==> src/rtl/tmon_pkg.sv <==
`timescale 1ns/1ps
package tmon_pkg;
  localparam int SLOT_W = 2;

  localparam logic [7:0] OFS_CTRL = 8'h04;
  localparam logic [7:0] OFS_IEN  = 8'h08;
  localparam logic [7:0] OFS_PEND = 8'h0C;
  localparam logic [7:0] OFS_DATA = 8'h20;
  localparam logic [7:0] OFS_ALM  = 8'h30;
  localparam logic [7:0] OFS_SHT  = 8'h40;
  localparam logic [7:0] OFS_ADB  = 8'h60;
  localparam logic [7:0] OFS_SDB  = 8'h64;
  localparam logic [7:0] OFS_PER  = 8'h68;
  localparam logic [7:0] OFS_HPER = 8'h6C;

  typedef enum logic [1:0] {ST_IDLE, ST_START, ST_WAIT} seqState_t;

  typedef struct packed {
    logic              capture;
    logic [SLOT_W-1:0] chan;
  } seqStrobe_t;
endpackage

==> src/rtl/tmon_chan_slot.sv <==
`timescale 1ns/1ps
module tmon_chan_slot #(
  parameter int DATA_W = 12,
  parameter int DB_W   = 8
) (
  input  logic              clk,
  input  logic              rstN,
  input  logic              wrAlm,
  input  logic              wrSht,
  input  logic [DATA_W-1:0] wrVal,
  input  logic              capture,
  input  logic [DATA_W-1:0] sample,
  input  logic [DB_W-1:0]   almDb,
  input  logic [DB_W-1:0]   shtDb,
  output logic [DATA_W-1:0] dataVal,
  output logic [DATA_W-1:0] almThr,
  output logic [DATA_W-1:0] shtThr,
  output logic              overAlm,
  output logic              almEvent,
  output logic              shutOn
);
  localparam logic [DB_W-1:0] CNT_MAX = '1;

  logic [DB_W-1:0] almCntQ, almCntD, shtCntQ, shtCntD;
  logic sampleAlm, sampleSht, shtEvent;

  // lower code means hotter
  assign sampleAlm = (sample <= almThr);
  assign sampleSht = (sample <= shtThr);

  always_comb begin
    almCntD = sampleAlm ? ((almCntQ == CNT_MAX) ? almCntQ : almCntQ + 1'b1) : '0;
    shtCntD = sampleSht ? ((shtCntQ == CNT_MAX) ? shtCntQ : shtCntQ + 1'b1) : '0;
    almEvent = capture && sampleAlm && (almDb != '0)
               && (almCntD == almDb) && (almCntQ != almDb);
    shtEvent = capture && sampleSht && (shtDb != '0)
               && (shtCntD == shtDb) && (shtCntQ != shtDb);
  end

  always_ff @(posedge clk or negedge rstN) begin
    if (!rstN) begin
      dataVal <= '0;
      almThr  <= '0;
      shtThr  <= '0;
      overAlm <= 1'b0;
      almCntQ <= '0;
      shtCntQ <= '0;
      shutOn  <= 1'b0;
    end else begin
      if (wrAlm) almThr <= wrVal;
      if (wrSht) shtThr <= wrVal;
      if (capture) begin
        dataVal <= sample;
        overAlm <= sampleAlm;
        almCntQ <= almCntD;
        shtCntQ <= shtCntD;
      end
      if (shtEvent) shutOn <= 1'b1;
    end
  end
endmodule

==> src/rtl/tmon_datapath.sv <==
`timescale 1ns/1ps
module tmon_datapath
  import tmon_pkg::*;
#(
  parameter int NUM_CH = 4,
  parameter int DATA_W = 12,
  parameter int PER_W  = 16,
  parameter int DB_W   = 8
) (
  input  logic              clk,
  input  logic              rstN,
  input  logic              regWr,
  input  logic [7:0]        regAddr,
  input  logic [31:0]       regWdata,
  output logic [31:0]       regRdata,
  input  logic [DATA_W-1:0] adcData,
  input  seqStrobe_t        strobe,
  output logic              autoEn,
  output logic [NUM_CH-1:0] srcEn,
  output logic [PER_W-1:0]  curPeriod,
  output logic              irq,
  output logic              shutGpio,
  output logic              shutRst,
  output logic [NUM_CH-1:0] pendBits,
  output logic [NUM_CH-1:0] shutBits
);
  localparam logic [PER_W-1:0] PER_RST  = PER_W'(1000);
  localparam logic [PER_W-1:0] HPER_RST = PER_W'(100);
  localparam logic [DB_W-1:0]  DB_RST   = DB_W'(10);

  logic              polHighQ;
  logic [NUM_CH-1:0] almIenQ, gpioRouteQ, rstRouteQ, pendQ, pendClr;
  logic [NUM_CH-1:0] almEvents, overAlmV;
  logic [DB_W-1:0]   almDbQ, shtDbQ;
  logic [PER_W-1:0]  perQ, hotPerQ;
  logic [NUM_CH-1:0][DATA_W-1:0] dataArr, almArr, shtArr;
  logic              unusedHi;

  assign unusedHi = ^regWdata[31:16];

  function automatic logic hit(input logic [7:0] a);
    return regWr && (regAddr == a);
  endfunction

  always_ff @(posedge clk or negedge rstN) begin
    if (!rstN) begin
      autoEn     <= 1'b0;
      srcEn      <= '0;
      polHighQ   <= 1'b0;
      almIenQ    <= '0;
      gpioRouteQ <= '0;
      rstRouteQ  <= '0;
      almDbQ     <= DB_RST;
      shtDbQ     <= DB_RST;
      perQ       <= PER_RST;
      hotPerQ    <= HPER_RST;
    end else begin
      if (hit(OFS_CTRL)) begin
        autoEn   <= regWdata[0];
        srcEn    <= regWdata[4 +: NUM_CH];
        polHighQ <= regWdata[8];
      end
      if (hit(OFS_IEN)) begin
        almIenQ    <= regWdata[0 +: NUM_CH];
        gpioRouteQ <= regWdata[4 +: NUM_CH];
        rstRouteQ  <= regWdata[8 +: NUM_CH];
      end
      if (hit(OFS_ADB))  almDbQ  <= regWdata[DB_W-1:0];
      if (hit(OFS_SDB))  shtDbQ  <= regWdata[DB_W-1:0];
      if (hit(OFS_PER))  perQ    <= regWdata[PER_W-1:0];
      if (hit(OFS_HPER)) hotPerQ <= regWdata[PER_W-1:0];
    end
  end

  // write-back with bit 8 low clears the ones written; new events win
  assign pendClr = (hit(OFS_PEND) && !regWdata[8]) ? regWdata[NUM_CH-1:0] : '0;

  always_ff @(posedge clk or negedge rstN) begin
    if (!rstN) pendQ <= '0;
    else       pendQ <= (pendQ & ~pendClr) | almEvents;
  end

  for (genvar g = 0; g < NUM_CH; g++) begin : g_slot
    tmon_chan_slot #(.DATA_W(DATA_W), .DB_W(DB_W)) u_slot (
      .clk      (clk),
      .rstN     (rstN),
      .wrAlm    (hit(OFS_ALM + 8'(4*g))),
      .wrSht    (hit(OFS_SHT + 8'(4*g))),
      .wrVal    (regWdata[DATA_W-1:0]),
      .capture  (strobe.capture && (strobe.chan == SLOT_W'(g))),
      .sample   (adcData),
      .almDb    (almDbQ),
      .shtDb    (shtDbQ),
      .dataVal  (dataArr[g]),
      .almThr   (almArr[g]),
      .shtThr   (shtArr[g]),
      .overAlm  (overAlmV[g]),
      .almEvent (almEvents[g]),
      .shutOn   (shutBits[g])
    );
  end

  assign curPeriod = (|(overAlmV & srcEn)) ? hotPerQ : perQ;
  assign irq       = |(pendQ & almIenQ);
  assign shutGpio  = polHighQ ? (|(shutBits & gpioRouteQ)) : ~(|(shutBits & gpioRouteQ));
  assign shutRst   = polHighQ ? (|(shutBits & rstRouteQ))  : ~(|(shutBits & rstRouteQ));
  assign pendBits  = pendQ;

  always_comb begin
    regRdata = '0;
    case (regAddr)
      OFS_CTRL: begin
        regRdata[0]            = autoEn;
        regRdata[4 +: NUM_CH]  = srcEn;
        regRdata[8]            = polHighQ;
      end
      OFS_IEN: begin
        regRdata[0 +: NUM_CH]  = almIenQ;
        regRdata[4 +: NUM_CH]  = gpioRouteQ;
        regRdata[8 +: NUM_CH]  = rstRouteQ;
      end
      OFS_PEND: regRdata[NUM_CH-1:0] = pendQ;
      OFS_ADB:  regRdata[DB_W-1:0]   = almDbQ;
      OFS_SDB:  regRdata[DB_W-1:0]   = shtDbQ;
      OFS_PER:  regRdata[PER_W-1:0]  = perQ;
      OFS_HPER: regRdata[PER_W-1:0]  = hotPerQ;
      default: ;
    endcase
    for (int i = 0; i < NUM_CH; i++) begin
      if (regAddr == OFS_DATA + 8'(4*i)) regRdata[DATA_W-1:0] = dataArr[i];
      if (regAddr == OFS_ALM  + 8'(4*i)) regRdata[DATA_W-1:0] = almArr[i];
      if (regAddr == OFS_SHT  + 8'(4*i)) regRdata[DATA_W-1:0] = shtArr[i];
    end
  end
endmodule

==> src/rtl/tmon_ctrl.sv <==
`timescale 1ns/1ps
module tmon_ctrl
  import tmon_pkg::*;
#(
  parameter int NUM_CH = 4,
  parameter int PER_W  = 16
) (
  input  logic              clk,
  input  logic              rstN,
  input  logic              autoEn,
  input  logic [NUM_CH-1:0] srcEn,
  input  logic [PER_W-1:0]  curPeriod,
  input  logic              adcDone,
  output logic              adcStart,
  output logic [SLOT_W-1:0] adcChan,
  output seqStrobe_t        strobe,
  output logic              seqIdle
);
  seqState_t         state;
  logic [SLOT_W-1:0] chanQ, firstIdx, nextIdx;
  logic              haveFirst, haveNext;
  logic [PER_W-1:0]  waitCnt;
  logic [PER_W:0]    cntInc;

  assign cntInc = {1'b0, waitCnt} + 1'b1;

  // lowest enabled slot overall and above the current one
  always_comb begin
    haveFirst = 1'b0;
    firstIdx  = '0;
    haveNext  = 1'b0;
    nextIdx   = '0;
    for (int i = NUM_CH-1; i >= 0; i--) begin
      if (srcEn[i]) begin
        haveFirst = 1'b1;
        firstIdx  = SLOT_W'(i);
      end
      if (srcEn[i] && (i > int'(chanQ))) begin
        haveNext = 1'b1;
        nextIdx  = SLOT_W'(i);
      end
    end
  end

  always_ff @(posedge clk or negedge rstN) begin
    if (!rstN) begin
      state   <= ST_IDLE;
      chanQ   <= '0;
      waitCnt <= '0;
    end else begin
      case (state)
        ST_IDLE: begin
          if (!autoEn) begin
            waitCnt <= '0;
          end else if (cntInc >= {1'b0, curPeriod}) begin
            waitCnt <= '0;
            if (haveFirst) begin
              chanQ <= firstIdx;
              state <= ST_START;
            end
          end else begin
            waitCnt <= cntInc[PER_W-1:0];
          end
        end
        ST_START: state <= ST_WAIT;
        ST_WAIT: begin
          if (adcDone) begin
            if (autoEn && haveNext) begin
              chanQ <= nextIdx;
              state <= ST_START;
            end else begin
              state <= ST_IDLE;
            end
          end
        end
        default: state <= ST_IDLE;
      endcase
    end
  end

  assign adcStart       = (state == ST_START);
  assign adcChan        = chanQ;
  assign strobe.capture = (state == ST_WAIT) && adcDone;
  assign strobe.chan    = chanQ;
  assign seqIdle        = (state == ST_IDLE);
endmodule

==> src/rtl/tmon_sequencer.sv <==
`timescale 1ns/1ps
module tmon_sequencer
  import tmon_pkg::*;
#(
  parameter int NUM_CH = 4,
  parameter int DATA_W = 12,
  parameter int PER_W  = 16,
  parameter int DB_W   = 8
) (
  input  logic              clk,
  input  logic              rstN,
  input  logic              regWr,
  input  logic [7:0]        regAddr,
  input  logic [31:0]       regWdata,
  output logic [31:0]       regRdata,
  output logic              adcStart,
  output logic [SLOT_W-1:0] adcChan,
  input  logic              adcDone,
  input  logic [DATA_W-1:0] adcData,
  output logic              irq,
  output logic              shutGpio,
  output logic              shutRst
);
  seqStrobe_t        strobe;
  logic              autoEn, seqIdle;
  logic [NUM_CH-1:0] srcEn, pendBits, shutBits;
  logic [PER_W-1:0]  curPeriod;

  tmon_ctrl #(.NUM_CH(NUM_CH), .PER_W(PER_W)) u_ctrl (
    .clk       (clk),
    .rstN      (rstN),
    .autoEn    (autoEn),
    .srcEn     (srcEn),
    .curPeriod (curPeriod),
    .adcDone   (adcDone),
    .adcStart  (adcStart),
    .adcChan   (adcChan),
    .strobe    (strobe),
    .seqIdle   (seqIdle)
  );

  tmon_datapath #(.NUM_CH(NUM_CH), .DATA_W(DATA_W), .PER_W(PER_W), .DB_W(DB_W)) u_dp (
    .clk       (clk),
    .rstN      (rstN),
    .regWr     (regWr),
    .regAddr   (regAddr),
    .regWdata  (regWdata),
    .regRdata  (regRdata),
    .adcData   (adcData),
    .strobe    (strobe),
    .autoEn    (autoEn),
    .srcEn     (srcEn),
    .curPeriod (curPeriod),
    .irq       (irq),
    .shutGpio  (shutGpio),
    .shutRst   (shutRst),
    .pendBits  (pendBits),
    .shutBits  (shutBits)
  );
endmodule

==> config.mk <==
export PLATFORM = sky130hd
export DESIGN_NAME = tmon_sequencer
export DESIGN_NICKNAME = d
export VERILOG_FILES = /design/src/rtl/tmon_pkg.sv /design/src/rtl/tmon_chan_slot.sv /design/src/rtl/tmon_datapath.sv /design/src/rtl/tmon_ctrl.sv /design/src/rtl/tmon_sequencer.sv
export SDC_FILE = /design/constraint.sdc
export NUM_CORES = 1
export LEC_CHECK = 0
export BUFFER_PORTS_ARGS = -buffer_cell sky130_fd_sc_hd__buf_2
export CORE_MARGIN = 3
export CORE_UTILIZATION = 63
export CTS_CLUSTER_SIZE = 8
export DETAILED_ROUTE_END_ITERATION = 8
export GPL_TIMING_DRIVEN = 0
export PLACE_DENSITY_LB_ADDON = 0.05
export SYNTH_ARGS = -nofsm -noshare
export SYNTH_HDL_FRONTEND = slang
export SYNTH_HIERARCHICAL = 1
export SYNTH_SLANG_ARGS = --single-unit
export TNS_END_PERCENT = 5
==> constraint.sdc <==
create_clock -name clk -period 3.7 [get_ports clk]
set_input_delay 0.185 -clock clk [delete_from_list [all_inputs] [get_ports clk]]
set_output_delay 0.185 -clock clk [all_outputs]
set_load 0.005 [all_outputs]
==> out/metrics.yaml <==
grt:
  grt_max_degree: 122
  grt.busiest_layer: "met2"
  grt_use_met2_pct: 61.96
  grt_antenna_before_repair: 3
  grt.met3_usage_pct: 7.829
  overflow: 0
  grt_pass1_vias: 19540
  track_usage_pct: 40.98
  use_met1_pct: 55.89
  grt_pass1_wl_microns: 115100
cts:
  cts_tree: "yes"
  clk_pin_slew_worst_paths_ns: 0.05
  cts-root-buf: "clkbuf_16"
  postCtsSetupRepairBufs: 0
  clockBufferDepth: 3
  htreeDepth: 2
  cts_inserted_buffers: 44
  clk_latency_ns: 0.56
  cts.sinks: 306
placement:
  dp_cells: 2940
  pre_cts_ws_ns: -0.1440
  io_buffers: 58
  gp_congestion: 1.035
  hpwl_microns: 53700
detailed_routing:
  wl_microns: 76280
  detail_route.iter0.violations: 2522
  wl_per_cell_microns: 25.33
  via_count: 20460
  ant_nets: 0
  drtPass1Iterations: 6
  via_per_inst: 6.796
  drcViolationCount: 0
timing:
  slew_headroom_pct: 13.61
  fmax_mhz: 279.5
  finalWorstSetupSlack_ns: 0.1218
  finalCriticalPeriod_ns: 3.578
  period_share_pct: 96.71
  drv_slew: 0
  tightest_slew_ns: 1.286
  finalHoldViolations: 0
  skew_ns: 0.01492
  rsz0062_at_grt: "no"
  setup_viol: 0
die:
  design.die.area_sq_um: 36990
  core_sq_um: 33870
  rows: 67
  start_util_pct: 64.59
  pin_count: 94
  die_w_microns: 192.3
  dieHeight_microns: 192.3
setup_path:
  worst_ep_required_time_ns: 4.14
  critPathKind: "flop to flop"
  path_delay_family: "compound AO/OA/AOI/OAI gates"
  reg2reg_depth: 11
  cpPeakStageDelay_ns: 0.83
  crit_chain: "ha_2, nand2_1, nor4_4, nand3_1, xnor2_1, ha_1, o211ai_1, a21boi_0, nor3_4, buf_4, a32o_1"
  crit_path_max_fanout: 10
  crit_arrival_ns: 4.01
  crit_path_end_kind: "flop"
  critPathSlowestCell: "a21boi_0"
  crit_buf_inv: 1
  crit_path_start_kind: "flop"
  crit_cells: 11
pwr:
  p_int_uw: 6169
  pwr-share-clk_pct: 42.7
  ir_drop_mv: 0.3705
  p_leak_uw: 0.01129
  power.switching_uw: 2489
  power_density_nw_per_um2: 359.0
  combPwrFrac_pct: 14.7
  seqPwrFrac_pct: 42.7
  p_sw_share_pct: 28.75
final_layout:
  drive_gt1_share_pct: 17.92
  nets: 2720
  n_fill_cell: 2707
  fin_cells: 3011
  synthToLayoutAreaGrowth_pct: 10.27
logic_synthesis:
  ys_warn_count: 6
  synth_area_sq_um: 21870
  syn_inst: 2417
  syn_area_per_cell_sq_um: 9.050
worst_hold_path:
  hold_depth: 3
  hp-class: "input pin to flop"
job:
  maxCapViolations: 0
run_status:
  status: "finished, final reports clean"
## tightest hold or removal path, delay by kind of cell
kind / cells / cell delay [ns]
buf+inv: 1 / 0.23
compound gates: 1 / 0.07
simple gates: 1 / 0.10
## metrics by stage
stage | setup TNS, ns | area (sq um) | total power, uW | util [%] | hold slack, ns
5_1_grt | 0 | 24120 | 8925 | 71.21 | 0.1056
3_5_place_dp | -1.191 | 22850 | 4949 | 67.46 | 0.2381
4_1_cts | 0 | 24110 | 8633 | 71.19 | 0.06402
3_3_place_gp | -975.07 | 22780 | 4895 | 67.26 | 0.4052
6_report | 0 | 24120 | 8658 | 71.22 | 0.08013
2_1_floorplan | 0 | 21930 | 4429 | - | -0.1106
## per-layer routing
metal / share of wire [%] / wire, microns
met1: 39 / 29630
met2: 43 / 33130
met3: 12 / 8812
met4: 6.2 / 4714
met5: 0 / 0
## path summary, 6_finish.rpt
path                            slack (ns)                              from                                to
min in group asynchronous             0.25                              rstN  u_dp/g_slot[3].u_slot/almCntQ[4]
max in group asynchronous             1.90                              rstN   u_dp/g_slot[0].u_slot/almThr[0]
worst max register to register        0.12                 u_ctrl/waitCnt[0]                u_ctrl/waitCnt[12]
worst max-delay path                  0.12                 u_ctrl/waitCnt[0]                u_ctrl/waitCnt[12]
worst min register to register        0.50  u_dp/g_slot[3].u_slot/dataVal[1]  u_dp/g_slot[3].u_slot/dataVal[1]
worst min-delay path                  0.08                      regWdata[10]  u_dp/g_slot[3].u_slot/almThr[10]
## sequential cells by signal, summed over array words and instances (netlist names), 8 cells and up
register,cells
u_dp/almDbQ,8
u_dp/shtDbQ,8
u_dp/g_slot.u_slot/shtCntQ,32
u_dp/g_slot.u_slot/almCntQ,32
u_dp/g_slot.u_slot/shtThr,48
u_dp/g_slot.u_slot/dataVal,48
u_dp/hotPerQ,16
u_ctrl/waitCnt,16
u_dp/g_slot.u_slot/almThr,48
u_dp/perQ,16
## layout make-up
type	instances	area, sq um	share of cell area (%)
repair buffers	66	415.4	1.722
inverters	140	525.5	2.179
clock buffers	64	1197	4.964
diodes	1	2.502	0.01037
multi-input cells	1836	12940	53.67
flip-flops and latches	306	7674	31.81
plain buffers	149	795.8	3.299
well taps	448	560.5	2.324
clock inverters	1	5.005	0.02075
## power by group through the flow
stage,Sequential (uW),Combinational (uW),Clock (uW)
final,3700,1270,3690
after global routing,3700,1380,3840
after CTS,3680,1230,3720
after detailed placement,3730,1210,0
after global placement,3730,1160,0
after floorplan,3640,786,0
## layout by cell type, fill, tap and decap left out, drive strengths merged, types with 14 or more instances in the layout
| cell | n |
|---|---|
| a211o | 17 |
| a21o | 14 |
| a21oi | 175 |
| a22oi | 24 |
| a2bb2oi | 18 |
| a31oi | 27 |
| a32o | 18 |
| and2 | 19 |
| and3 | 27 |
| buf | 158 |
| clkbuf | 115 |
| conb | 16 |
| dfrtp | 293 |
| ha | 121 |
| inv | 140 |
| mux2 | 148 |
| mux2i | 31 |
| nand2 | 274 |
| nand2b | 38 |
| nand3 | 93 |
| nand4 | 49 |
| nor2 | 104 |
| nor3 | 22 |
| nor4 | 20 |
| o21a | 14 |
| o21ai | 215 |
| o22ai | 23 |
| xnor2 | 74 |
| xor2 | 38 |
## what timing repair did
action	4_1_cts	5_1_grt
hold buffers	6	0
endpoints found under the hold margin	102	0
endpoints found under the setup margin	13	13
gates resized for setup	2	2
No activity file was read; power rests on OpenSTA's default activity.
